$ cat src/rtl/resp_eval_pkg.sv
package resp_eval_pkg;
  typedef enum logic [1:0] {
    MODE_IDLE    = 2'd0,
    MODE_COMPARE = 2'd1,
    MODE_SHIFT   = 2'd2
  } eval_mode_e;

  function automatic eval_mode_e decode_mode(input logic valid, input logic shift_en);
    if (shift_en)   return MODE_SHIFT;
    else if (valid) return MODE_COMPARE;
    else            return MODE_IDLE;
  endfunction
endpackage

$ cat src/rtl/chain_compare.sv
module chain_compare #(
  parameter int N_CHAINS = 8
) (
  input  logic [N_CHAINS-1:0] produced_i,
  input  logic [N_CHAINS-1:0] expected_i,
  input  logic [N_CHAINS-1:0] care_i,
  output logic [N_CHAINS-1:0] mismatch_o
);
  // one XOR and one care-selected mux per chain
  for (genvar i = 0; i < N_CHAINS; i++) begin : g_bit
    logic diff;
    assign diff          = produced_i[i] ^ expected_i[i];
    assign mismatch_o[i] = care_i[i] ? diff : 1'b0;
  end
endmodule

$ cat src/rtl/or_chain.sv
module or_chain #(
  parameter int WIDTH = 8
) (
  input  logic [WIDTH-1:0] bits_i,
  output logic             any_o
);
  logic [WIDTH-1:0] acc;
  assign acc[0] = bits_i[0];
  // WIDTH-1 two-input ORs
  for (genvar i = 1; i < WIDTH; i++) begin : g_or
    assign acc[i] = acc[i-1] | bits_i[i];
  end
  assign any_o = acc[WIDTH-1];
endmodule

$ cat src/rtl/result_scan_reg.sv
module result_scan_reg
  import resp_eval_pkg::*;
#(
  parameter int N_CHAINS = 8
) (
  input  logic                clk,
  input  logic                rst,
  input  eval_mode_e          mode_i,
  input  logic                hold_i,
  input  logic [N_CHAINS-1:0] capture_i,
  input  logic                scan_in_i,
  output logic [N_CHAINS-1:0] q_o,
  output logic                scan_out_o
);
  logic [N_CHAINS-1:0] q;

  for (genvar i = 0; i < N_CHAINS; i++) begin : g_sff
    logic shift_src;
    if (i == N_CHAINS - 1) begin : g_top
      assign shift_src = scan_in_i;
    end else begin : g_mid
      assign shift_src = q[i+1];
    end

    always_ff @(posedge clk) begin
      if (rst) begin
        q[i] <= 1'b0;
      end else if (mode_i == MODE_SHIFT) begin
        q[i] <= shift_src;
      end else if (mode_i == MODE_COMPARE && !hold_i) begin
        q[i] <= capture_i[i];
      end
    end
  end

  assign q_o        = q;
  assign scan_out_o = q[0];
endmodule

$ cat src/rtl/fail_tracker.sv
module fail_tracker
  import resp_eval_pkg::*;
#(
  parameter int CNT_W = 16
) (
  input  logic             clk,
  input  logic             rst,
  input  eval_mode_e       mode_i,
  input  logic             sig_i,
  input  logic             clr_i,
  output logic             abort_o,
  output logic [CNT_W-1:0] fail_cycle_o
);
  logic             flag_q;
  logic [CNT_W-1:0] cnt_q;
  logic [CNT_W-1:0] idx_q;
  logic             first_fail;

  assign first_fail = sig_i && !flag_q;

  always_ff @(posedge clk) begin
    if (rst) begin
      cnt_q <= '0;
    end else if (mode_i == MODE_COMPARE) begin
      cnt_q <= cnt_q + 1'b1;
    end
  end

  always_ff @(posedge clk) begin
    if (rst) begin
      flag_q <= 1'b0;
      idx_q  <= '0;
    end else if (clr_i) begin
      flag_q <= 1'b0;
      idx_q  <= '0;
    end else if (first_fail) begin
      flag_q <= 1'b1;
      idx_q  <= cnt_q;
    end
  end

  assign abort_o      = flag_q;
  assign fail_cycle_o = idx_q;
endmodule

$ cat src/rtl/masked_resp_eval.sv
module masked_resp_eval
  import resp_eval_pkg::*;
#(
  parameter int N_CHAINS = 8,
  parameter int CNT_W    = 16
) (
  input  logic                clk,
  input  logic                rst,
  input  logic                valid_i,
  input  logic                shift_en_i,
  input  logic                clr_fail_i,
  input  logic [N_CHAINS-1:0] produced_i,
  input  logic [N_CHAINS-1:0] expected_i,
  input  logic [N_CHAINS-1:0] care_i,
  input  logic                scan_in_i,
  output logic                scan_out_o,
  output logic                sig_o,
  output logic                abort_o,
  output logic [CNT_W-1:0]    fail_cycle_o
);
  eval_mode_e          mode;
  logic [N_CHAINS-1:0] mismatch;
  logic                any_mismatch;
  logic [N_CHAINS-1:0] res_q;

  assign mode = decode_mode(valid_i, shift_en_i);

  chain_compare #(.N_CHAINS(N_CHAINS)) u_cmp (
    .produced_i (produced_i),
    .expected_i (expected_i),
    .care_i     (care_i),
    .mismatch_o (mismatch)
  );

  or_chain #(.WIDTH(N_CHAINS)) u_or (
    .bits_i (mismatch),
    .any_o  (any_mismatch)
  );

  assign sig_o = (mode == MODE_COMPARE) && any_mismatch;

  result_scan_reg #(.N_CHAINS(N_CHAINS)) u_res (
    .clk        (clk),
    .rst        (rst),
    .mode_i     (mode),
    .hold_i     (abort_o),
    .capture_i  (mismatch),
    .scan_in_i  (scan_in_i),
    .q_o        (res_q),
    .scan_out_o (scan_out_o)
  );

  fail_tracker #(.CNT_W(CNT_W)) u_fail (
    .clk          (clk),
    .rst          (rst),
    .mode_i       (mode),
    .sig_i        (sig_o),
    .clr_i        (clr_fail_i),
    .abort_o      (abort_o),
    .fail_cycle_o (fail_cycle_o)
  );
endmodule

$ cat config.mk
export PLATFORM = sky130hd
export DESIGN_NAME = masked_resp_eval
export DESIGN_NICKNAME = d
export VERILOG_FILES = /design/src/rtl/resp_eval_pkg.sv /design/src/rtl/chain_compare.sv /design/src/rtl/or_chain.sv /design/src/rtl/result_scan_reg.sv /design/src/rtl/fail_tracker.sv /design/src/rtl/masked_resp_eval.sv
export SDC_FILE = /design/constraint.sdc
export NUM_CORES = 1
export LEC_CHECK = 0
export BUFFER_PORTS_ARGS = -buffer_cell sky130_fd_sc_hd__buf_4
export CAP_MARGIN = 20
export CORE_UTILIZATION = 49
export DETAILED_ROUTE_END_ITERATION = 10
export HOLD_SLACK_MARGIN = 0.08
export PLACE_DENSITY = 0.73
export SLEW_MARGIN = 10
export SYNTH_ARGS = -nofsm -noshare
export SYNTH_HDL_FRONTEND = slang
export SYNTH_SLANG_ARGS = --single-unit
$ cat constraint.sdc
create_clock -name clk -period 2.82 [get_ports clk]
set_input_delay 0.282 -clock clk [delete_from_list [all_inputs] [get_ports clk]]
set_output_delay 0.282 -clock clk [all_outputs]
set_load 0.02 [all_outputs]
Word-level counts from Yosys, hierarchy flattened
Cells that the tools add are included.

Word-level logic and storage cells: 61. Flip-flop bits (word level): 41. Bits in writable memories: 0. Input port bits: 30. Latch bits: 0. Output and inout port bits: 19. Memory bits (read-only): 0. Memories: 0.

Add/subtract/negate cells: 1. Eq/ne operators: 2. Div/mod/pow operators: 0. Bitwise gates (word level): 15. Multiplexer cells: 26. Multipliers: 0. Shift-type cells: 0. Reduce and logical (&&, ||, !) cells: 6. Order comparisons: 0.

Operators with widths (count): two-way mux 1 bit (25); adder 16 x 1 -> 16 bit (second input constant) (1); bitwise XOR 1 bit (8); OR 1 bit (7); logical AND 1 bit (3); == test 2 x 1 -> 1 bit (second input constant) (1); == test 2 bit (second input constant) (1); two-way mux 2 bit (1); nonzero test 2 bit (1); OR reduction 2 bit (1); zero test 1 bit (1).

Logic depth before layout (Yosys ltp)
Gate-level depths: netlist of run 1.

Depth in word-level cells: 11. Depth in mapped cells: 7. Depth with buffers taken out: 6.

By module
A second synthesis of run 1 with hierarchy kept.

Cell total of the unflattened synthesis: 223. Area, all modules: 1901.8 um^2.

By module, submodules not included: fail_tracker (instances 1, cells each 155, seq. area each 660.6 um^2, area each 1313.8 um^2); result_scan_reg (instances 1, cells each 47, seq. area each 160.2 um^2, area each 436.7 um^2); chain_compare (instances 1, cells each 16, seq. area each 0.0 um^2, area each 120.1 um^2); or_chain (instances 1, cells each 3, seq. area each 0.0 um^2, area each 16.3 um^2); masked_resp_eval (instances 1, cells each 2, seq. area each 0.0 um^2, area each 15.0 um^2).

Worst setup path before layout of run 1
OpenSTA, ideal clock, no wires.

Path kind: input to output. From: input port expected_i[0]. To: output port sig_o. Required time: 2.538 ns. Stages: 6. Path slack: 1.183 ns. Buffers on the path: 2. Arrival: 1.355 ns. Path through: xor2_1 -> a22oi_1 -> and4_1 -> clkbuf_2 -> buf_4 -> nor2_1.

Longest elaborated chain between the ends: 10.

RTL lines: start: declaration (line masked_resp_eval.sv:13) `input logic [N_CHAINS-1:0] expected_i,`; bitwise XOR 1 bit (line chain_compare.sv:12) `assign diff = produced_i[i] ^ expected_i[i];`; two-way mux 1 bit (line chain_compare.sv:13) `assign mismatch_o[i] = care_i[i] ? diff : 1'b0;`; OR 1 bit (7 in a row) (line or_chain.sv:11) `assign acc[i] = acc[i-1] | bits_i[i];`; logical AND 1 bit (line masked_resp_eval.sv:40) `assign sig_o = (mode == MODE_COMPARE) && any_mismatch;`; end: declaration (line masked_resp_eval.sv:17) `output logic sig_o,`.

Every way passes these cells.

Worst setup path after layout of run 1
From: input port expected_i[7]. To: output port sig_o.

Longest elaborated chain between the ends: 4.

RTL lines (line): bitwise XOR 1 bit (chain_compare.sv:12); two-way mux 1 bit (chain_compare.sv:13); OR 1 bit (or_chain.sv:11); logical AND 1 bit (masked_resp_eval.sv:40).

Every way passes these cells.

==> results of run 1 <==
[metrics by stage]
step	area [um2]	std cells	hold slack, ps	utilization [%]	total power, uW
final	2380	315	242	64.5	1180
after detailed placement	2260	307	445	61.4	720
after global routing	2380	315	257	64.5	1230
after floorplan	1900	223	427	-	671
after global placement	2260	307	438	61.4	719
after CTS	2380	315	239	64.5	1190
[state kept, by name, summed over array words and instances (netlist names)]
name,count
u_fail.cnt_q,16
u_res.scan_out_o,1
u_fail.abort_o,1
u_fail.fail_cycle_o,16
u_res.g_sff.shift_src,7
[power groups by stage]
| stage | Clock, uW | Sequential [uW] | Combinational [uW] |
|---|---|---|---|
| 2_1_floorplan | 0 | 604 | 66.9 |
| 3_3_place_gp | 0 | 605 | 114 |
| 3_5_place_dp | 0 | 605 | 115 |
| 4_1_cts | 486 | 591 | 116 |
| 5_1_grt | 506 | 593 | 128 |
| 6_report | 475 | 591 | 115 |
[layer usage]
metal / part of all wire (%) / vias up / track usage, %
met1: 50 / 757 / 30.2
li1: - / 863 / -
met3: 5.5 / 4 / 5.71
met5: 0 / - / 0
met2: 43 / 33 / 36.1
met4: 1.0 / 0 / 7.50
[layout make-up]
class,count,area share [%]
multi-input combinational,167,42.3
tap,48,2.52
sequential,41,34.5
clock buffer,5,2.89
timing repair buffer,49,15.5
inverter,2,0.316
clock inverter,3,1.95
[worst max-delay path: stages]
cell,delay [ps]
buf_4,110
xor2_1,160
a22oi_1,250
and4_1,570
nor2_1,120
buf_4,190
[how the worst max path moves through the flow]
stage                        from    end  slack [ps]  cells after the start
floorplan           expected_i[0]  sig_o        1180                      6
global placement    expected_i[7]  sig_o         850                      6
detailed placement  expected_i[7]  sig_o         850                      6
CTS                 expected_i[7]  sig_o         840                      6
global route        expected_i[7]  sig_o         740                      6
finish              expected_i[7]  sig_o         850                      6
[logic make-up (layout without fill, tap and decap cells)]
| family | count (synthesis) | in the layout | share of synthesized area (%) |
|---|---|---|---|
| AOI/OAI and AO/OA | 56 | 56 | 18.6 |
| buffers and inverters | 15 | 59 | 3.76 |
| and+or+nand+nor | 88 | 88 | 23.7 |
| xor gates and xnor gates | 22 | 22 | 10.1 |
| adders and majority gates | 1 | 1 | 0.659 |
| DFF | 41 | 41 | 43.2 |
[layout by cell type (no fill, tap or decap), drive strengths merged, types with 2 or more instances in the layout]
| cell type | n |
|---|---|
| clkbuf | 5 |
| nand3 | 27 |
| o21ai | 17 |
| dfxtp | 41 |
| nand4 | 7 |
| a21o | 8 |
| nand2b | 2 |
| a21oi | 10 |
| nand2 | 23 |
| buf | 49 |
| nor3 | 4 |
| nor4 | 2 |
| xor2 | 14 |
| xnor2 | 8 |
| a21boi | 16 |
| nor2 | 17 |
| a22oi | 4 |
| and3 | 2 |
| inv | 2 |
==> out/summary.txt, run 1 <==
Routed Antenna Nets - 0
fin crit period - 1970 ps
clk_lat worst skew - 300 ps
worst IR drop on VDD - 0.311 mV
CTS tree - yes
chip width - 64.3 um
Comb power frac - 9.8%
core region area - 3690 um2
routed vias/inst - 5.26
# IOs - 49
Primary FF master, synth - dfxtp_1
Cell variety after synth - 31
register area share after synthesis - 43.2%
via count - 1,657
nets - 297
area delta synth->final - 25.2%
async set-or-reset flop fraction in the synthesized netlist - 0%
worst hold path type - in -> reg
clock share of power - 40.2%
period utilization - 69.8%
Reg power frac - 50.0%
Critical Path Start Type - input port
CP Class - in -> out
syn_nets - 254
starting DRC count in detailed routing - 79
TritonCTS sink count - 41
hold buffers post-CTS - 0
Net Sw Power - 280 uW
max-cap violations - 0
first-pass GRT wire length - 7.27 mm
internal reg-to-reg setup slack - 1100 ps
post-synth top area share - 43.2%
GR Util All Layers - 22.8%
final setup fails - 0
Critical Path RT - 2540 ps
Leakage - 0.000883 uW
synth top area cells - dfxtp_1 (43%), nand3_1 (7.1%), xor2_1 (6.5%)
Pre-Repair DR Iteration Count - 4
Avg WL per Cell - 13.4 um
gr ovfl total - 0
Final Skew - 7.82 ps
Yosys warnings - 0
Post-synth EDFFs - 0
initial antenna violation count - 0
Post-Syn Area - 1900 um2
setup TNS - 0 ps
WP data arrival - 1690 ps
RSZ-0062 raised after global routing - false
area leader, netlist - dfxtp_1
worst setup margin - 851 ps
Tightest Pin Transition - 907 ps
Storage cell area - 821 um2
sw frac - 23.7%
f_max - 508 MHz
PwrDens - 497 nW/um2
fill count - 336
htree depth - 2
Buffers on Ports - 48
Resized cells post-CTS - 0
worst r2r src - u_fail.cnt_q[0]$_SDFFE_PP0N_
area occupied by multi-input gates - 1010 um2
clock tree buffer depth - 2
post-DP HPWL - 2.89 mm
CTS Root Cell - clkbuf_8
Reg clk slew, reported paths - 70 ps
relative slew slack - 39.3%
WHS Endpoint - u_res.g_sff[6].shift_src$_SDFFE_PP0P_
Final Max Tran Viols - 0
DRC errors left - 0
HP Start - scan_in_i
Post-Syn Area per Cell - 8.52 um2
Seq cells post-synth - 41
Hold Crit Depth - 3
Die Y - 64.3 um
Rows - 22
final hold violations - 0
post-CTS setup buffer count - 0
vias in the first global route - 1,591
CP Max Fanout - 17
synth cell count leaders - dfxtp_1 (41), nand3_1 (27), nand2_1 (23), o21ai_0 (17), nor2_1 (16)
status - finished clean
Cells after Synth - 223
GPL Wtd Cong - 0.793
Int Power - 901 uW
Worst Reg-to-Reg Cells - 5
count leader, synth - dfxtp_1
maximum number of pins on one net before global-route repair - 26
Num CTS Buffers - 5
die area - 4130 um2
Starting Density - 51.5%
FF-to-FF End - u_fail.cnt_q[10]$_SDFFE_PP0N_
layout cells sized above 1 - 23.2%
nature of the critical path endpoint - primary output
pre-CTS WS - 847 ps
final wirelength - 4.21 mm
Antenna Cells - 0
(Power assumes the default switching activity.)
==> inputs of run 2 (changes only) <==
- clock period: 2.82 -> 2 ns (I/O delays scaled with it)
==> run 2 against run 1 <==
Clock power up 33%. First-iteration DRC count is 39% higher. Utilization is 0.71 points higher. Sequential power is 40% higher. Sequential share of layout area decreased by 0.38 points. Via count rose by 0.60%. Critical endpoint is now u_fail.cnt_q[10]$_SDFFE_PP0N_. Cell count grew 1.3%. Final area grew 1.1%. Sequential cell count did not move.
==> out/summary.txt, run 2 (synthesized netlist as in run 1, its figures left out) <==
CP Max Fanout - 5 (-12)
DRC errors left - 0 (unchanged)
Final Skew - 6.07 ps (-1.75 ps)
Avg WL per Cell - 12.8 um (-4.0%)
crit path cell chain - and4b_2, nand4_1, or3_1, a21oi_1
post-CTS setup buffer count - 0 (unchanged)
routed vias/inst - 5.23 (-0.66%)
Reg clk slew, reported paths - 70 ps (about the same)
die area - 4130 um2 (unchanged)
chip width - 64.3 um (unchanged)
WP buf/inv - 0 (-2)
CP max stage cell - dfxtp_1
clock tree buffer depth - 2 (unchanged)
htree depth - 2 (unchanged)
final hold violations - 0 (unchanged)
Pre-Repair DR Iteration Count - 4 (unchanged)
worst setup margin - 498 ps (-353 ps)
final setup fails - 0 (unchanged)
initial antenna violation count - 0 (unchanged)
Storage cell area - 821 um2 (unchanged)
Leakage - 0.000907 uW (+2.8%)
Critical Path Start Type - flop
critical path's top delay family - simple AND/OR/NAND/NOR gates
Die Y - 64.3 um (unchanged)
Critical Path RT - 2230 ps (-310 ps)
Starting Density - 51.5% (unchanged)
Num CTS Buffers - 5 (unchanged)
Antenna Cells - 0 (unchanged)
dpl cell area - 2300 um2 (+1.7%)
period utilization - 75.1%
core region area - 3690 um2 (unchanged)
Rows - 22 (unchanged)
TritonCTS sink count - 41 (unchanged)
CTS tree - yes
setup TNS - 0 ps (unchanged)
Tightest Pin Transition - 896 ps (-11.0 ps)
clk_lat worst skew - 290 ps (about the same)
maximum number of pins on one net before global-route repair - 26 (unchanged)
CP max stage delay - 390 ps (-180 ps)
GPL Wtd Cong - 0.780 (-1.7%)
post-DP HPWL - 2.93 mm (+1.3%)
CP Class - reg -> reg
commonest non-fill, non-tap cell in the layout - buf_4
status - finished clean
WP data arrival - 1730 ps (+40 ps)
worst hold path type - in -> reg
nets - 302 (+1.7%)
nature of the critical path endpoint - flop
worst IR drop on VDD - 0.466 mV (+50%)
hold buffers post-CTS - 0 (unchanged)
final instance area - 2400 um2 (+1.1%)
vias in the first global route - 1,571 (-1.3%)
Routed Antenna Nets - 0 (unchanged)
gr ovfl total - 0 (unchanged)
WHS - 169 ps (-72.8 ps)
fill count - 323 (-3.9%)
first-pass GRT wire length - 7.13 mm (-1.9%)
Buffers on Ports - 48 (unchanged)
max-cap violations - 0 (unchanged)
final wirelength - 4.09 mm (-2.8%)
f_max - 666 MHz
Final Max Tran Viols - 0 (unchanged)
GR Util All Layers - 22.1% (-0.77 points)
fin crit period - 1500 ps
area delta synth->final - 26.6%
via count - 1,667 (+0.60%)
# IOs - 49 (unchanged)
relative slew slack - 40.0% (+0.74 points)
CTS Root Cell - clkbuf_8
area occupied by multi-input gates - 1010 um2 (unchanged)
layout cells sized above 1 - 24.4% (+1.1 points)
commonest non-fill, non-tap cells in the layout - buf_4 (54), dfxtp_1 (41), nand3_1 (27), nand2_1 (23), o21ai_0 (17)
final core utilization - 65.2% (+0.71 points)
starting DRC count in detailed routing - 110 (+39%)
Resized cells post-CTS - 0 (unchanged)
RSZ-0062 raised after global routing - false
PwrDens - 681 nW/um2 (+37%)
pre-CTS WS - 443 ps (-403 ps)
## run 2: cell types whose count changed in the layout (fill, tap and decap cells not counted)
| cell | previous run | this run |
|---|---|---|
| buf_4 | 49 | 54 |
| clkinvlp_4 | 1 | 0 |
| clkinv_4 | 1 | 0 |
| clkinv_2 | 0 | 1 |
## run 2: per-layer routing
metal | global-route usage (%) | vias to the layer above | share of wire, %
li1 | - | 875 | -
met1 | 30.5 | 755 | 52
met2 | 32.6 | 32 | 42
met3 | 6.43 | 5 | 4.6
met4 | 7.22 | 0 | 1.1
met5 | 0 | - | 0
## run 2: final cells by class
| cell class | instances | area share [%] |
|---|---|---|
| clock buffers | 5 | 2.86 |
| well taps | 48 | 2.50 |
| repair buffers | 54 | 16.9 |
| clock inverters | 2 | 1.46 |
| flip-flops and latches | 41 | 34.1 |
| multi-input cells | 167 | 41.9 |
| inverters | 2 | 0.312 |
## run 2: worst register-to-register path, stage by stage, from the launching register on
cell	delay (ps)
dfxtp_1	390
and4b_2	320
nand4_1	220
or3_1	370
a21oi_1	140
## run 2: report_power, final
part | internal, uW | switching (uW) | leakage (uW)
combinational | 81.2 | 94.8 | 0.000522
sequential | 825 | 5.12 | 0.000331
clock | 363 | 270 | 0.0000540
total | 1270 | 370 | 0.000907
## run 2: final timing paths
| path | depth (start not counted) | slack (ps) | end | startpoint |
|---|---|---|---|---|
| max | 4 | 500 | u_fail.cnt_q[10]$_SDFFE_PP0N_ | u_fail.cnt_q[2]$_SDFFE_PP0N_ |
| min | 3 | 170 | u_res.g_sff[6].shift_src$_SDFFE_PP0P_ | scan_in_i |
| max reg2reg | 4 | 500 | u_fail.cnt_q[10]$_SDFFE_PP0N_ | u_fail.cnt_q[2]$_SDFFE_PP0N_ |
| min reg2reg | 2 | 450 | u_res.scan_out_o$_SDFFE_PP0P_ | u_res.g_sff[0].shift_src$_SDFFE_PP0P_ |
## run 2: metrics by stage
| stage | std cells | power, uW |
|---|---|---|
| after floorplan | 223 | 946 |
| after global placement | 312 | 1020 |
| after detailed placement | 312 | 1020 |
| after CTS | 319 | 1650 |
| after global routing | 319 | 1710 |
| final | 319 | 1640 |
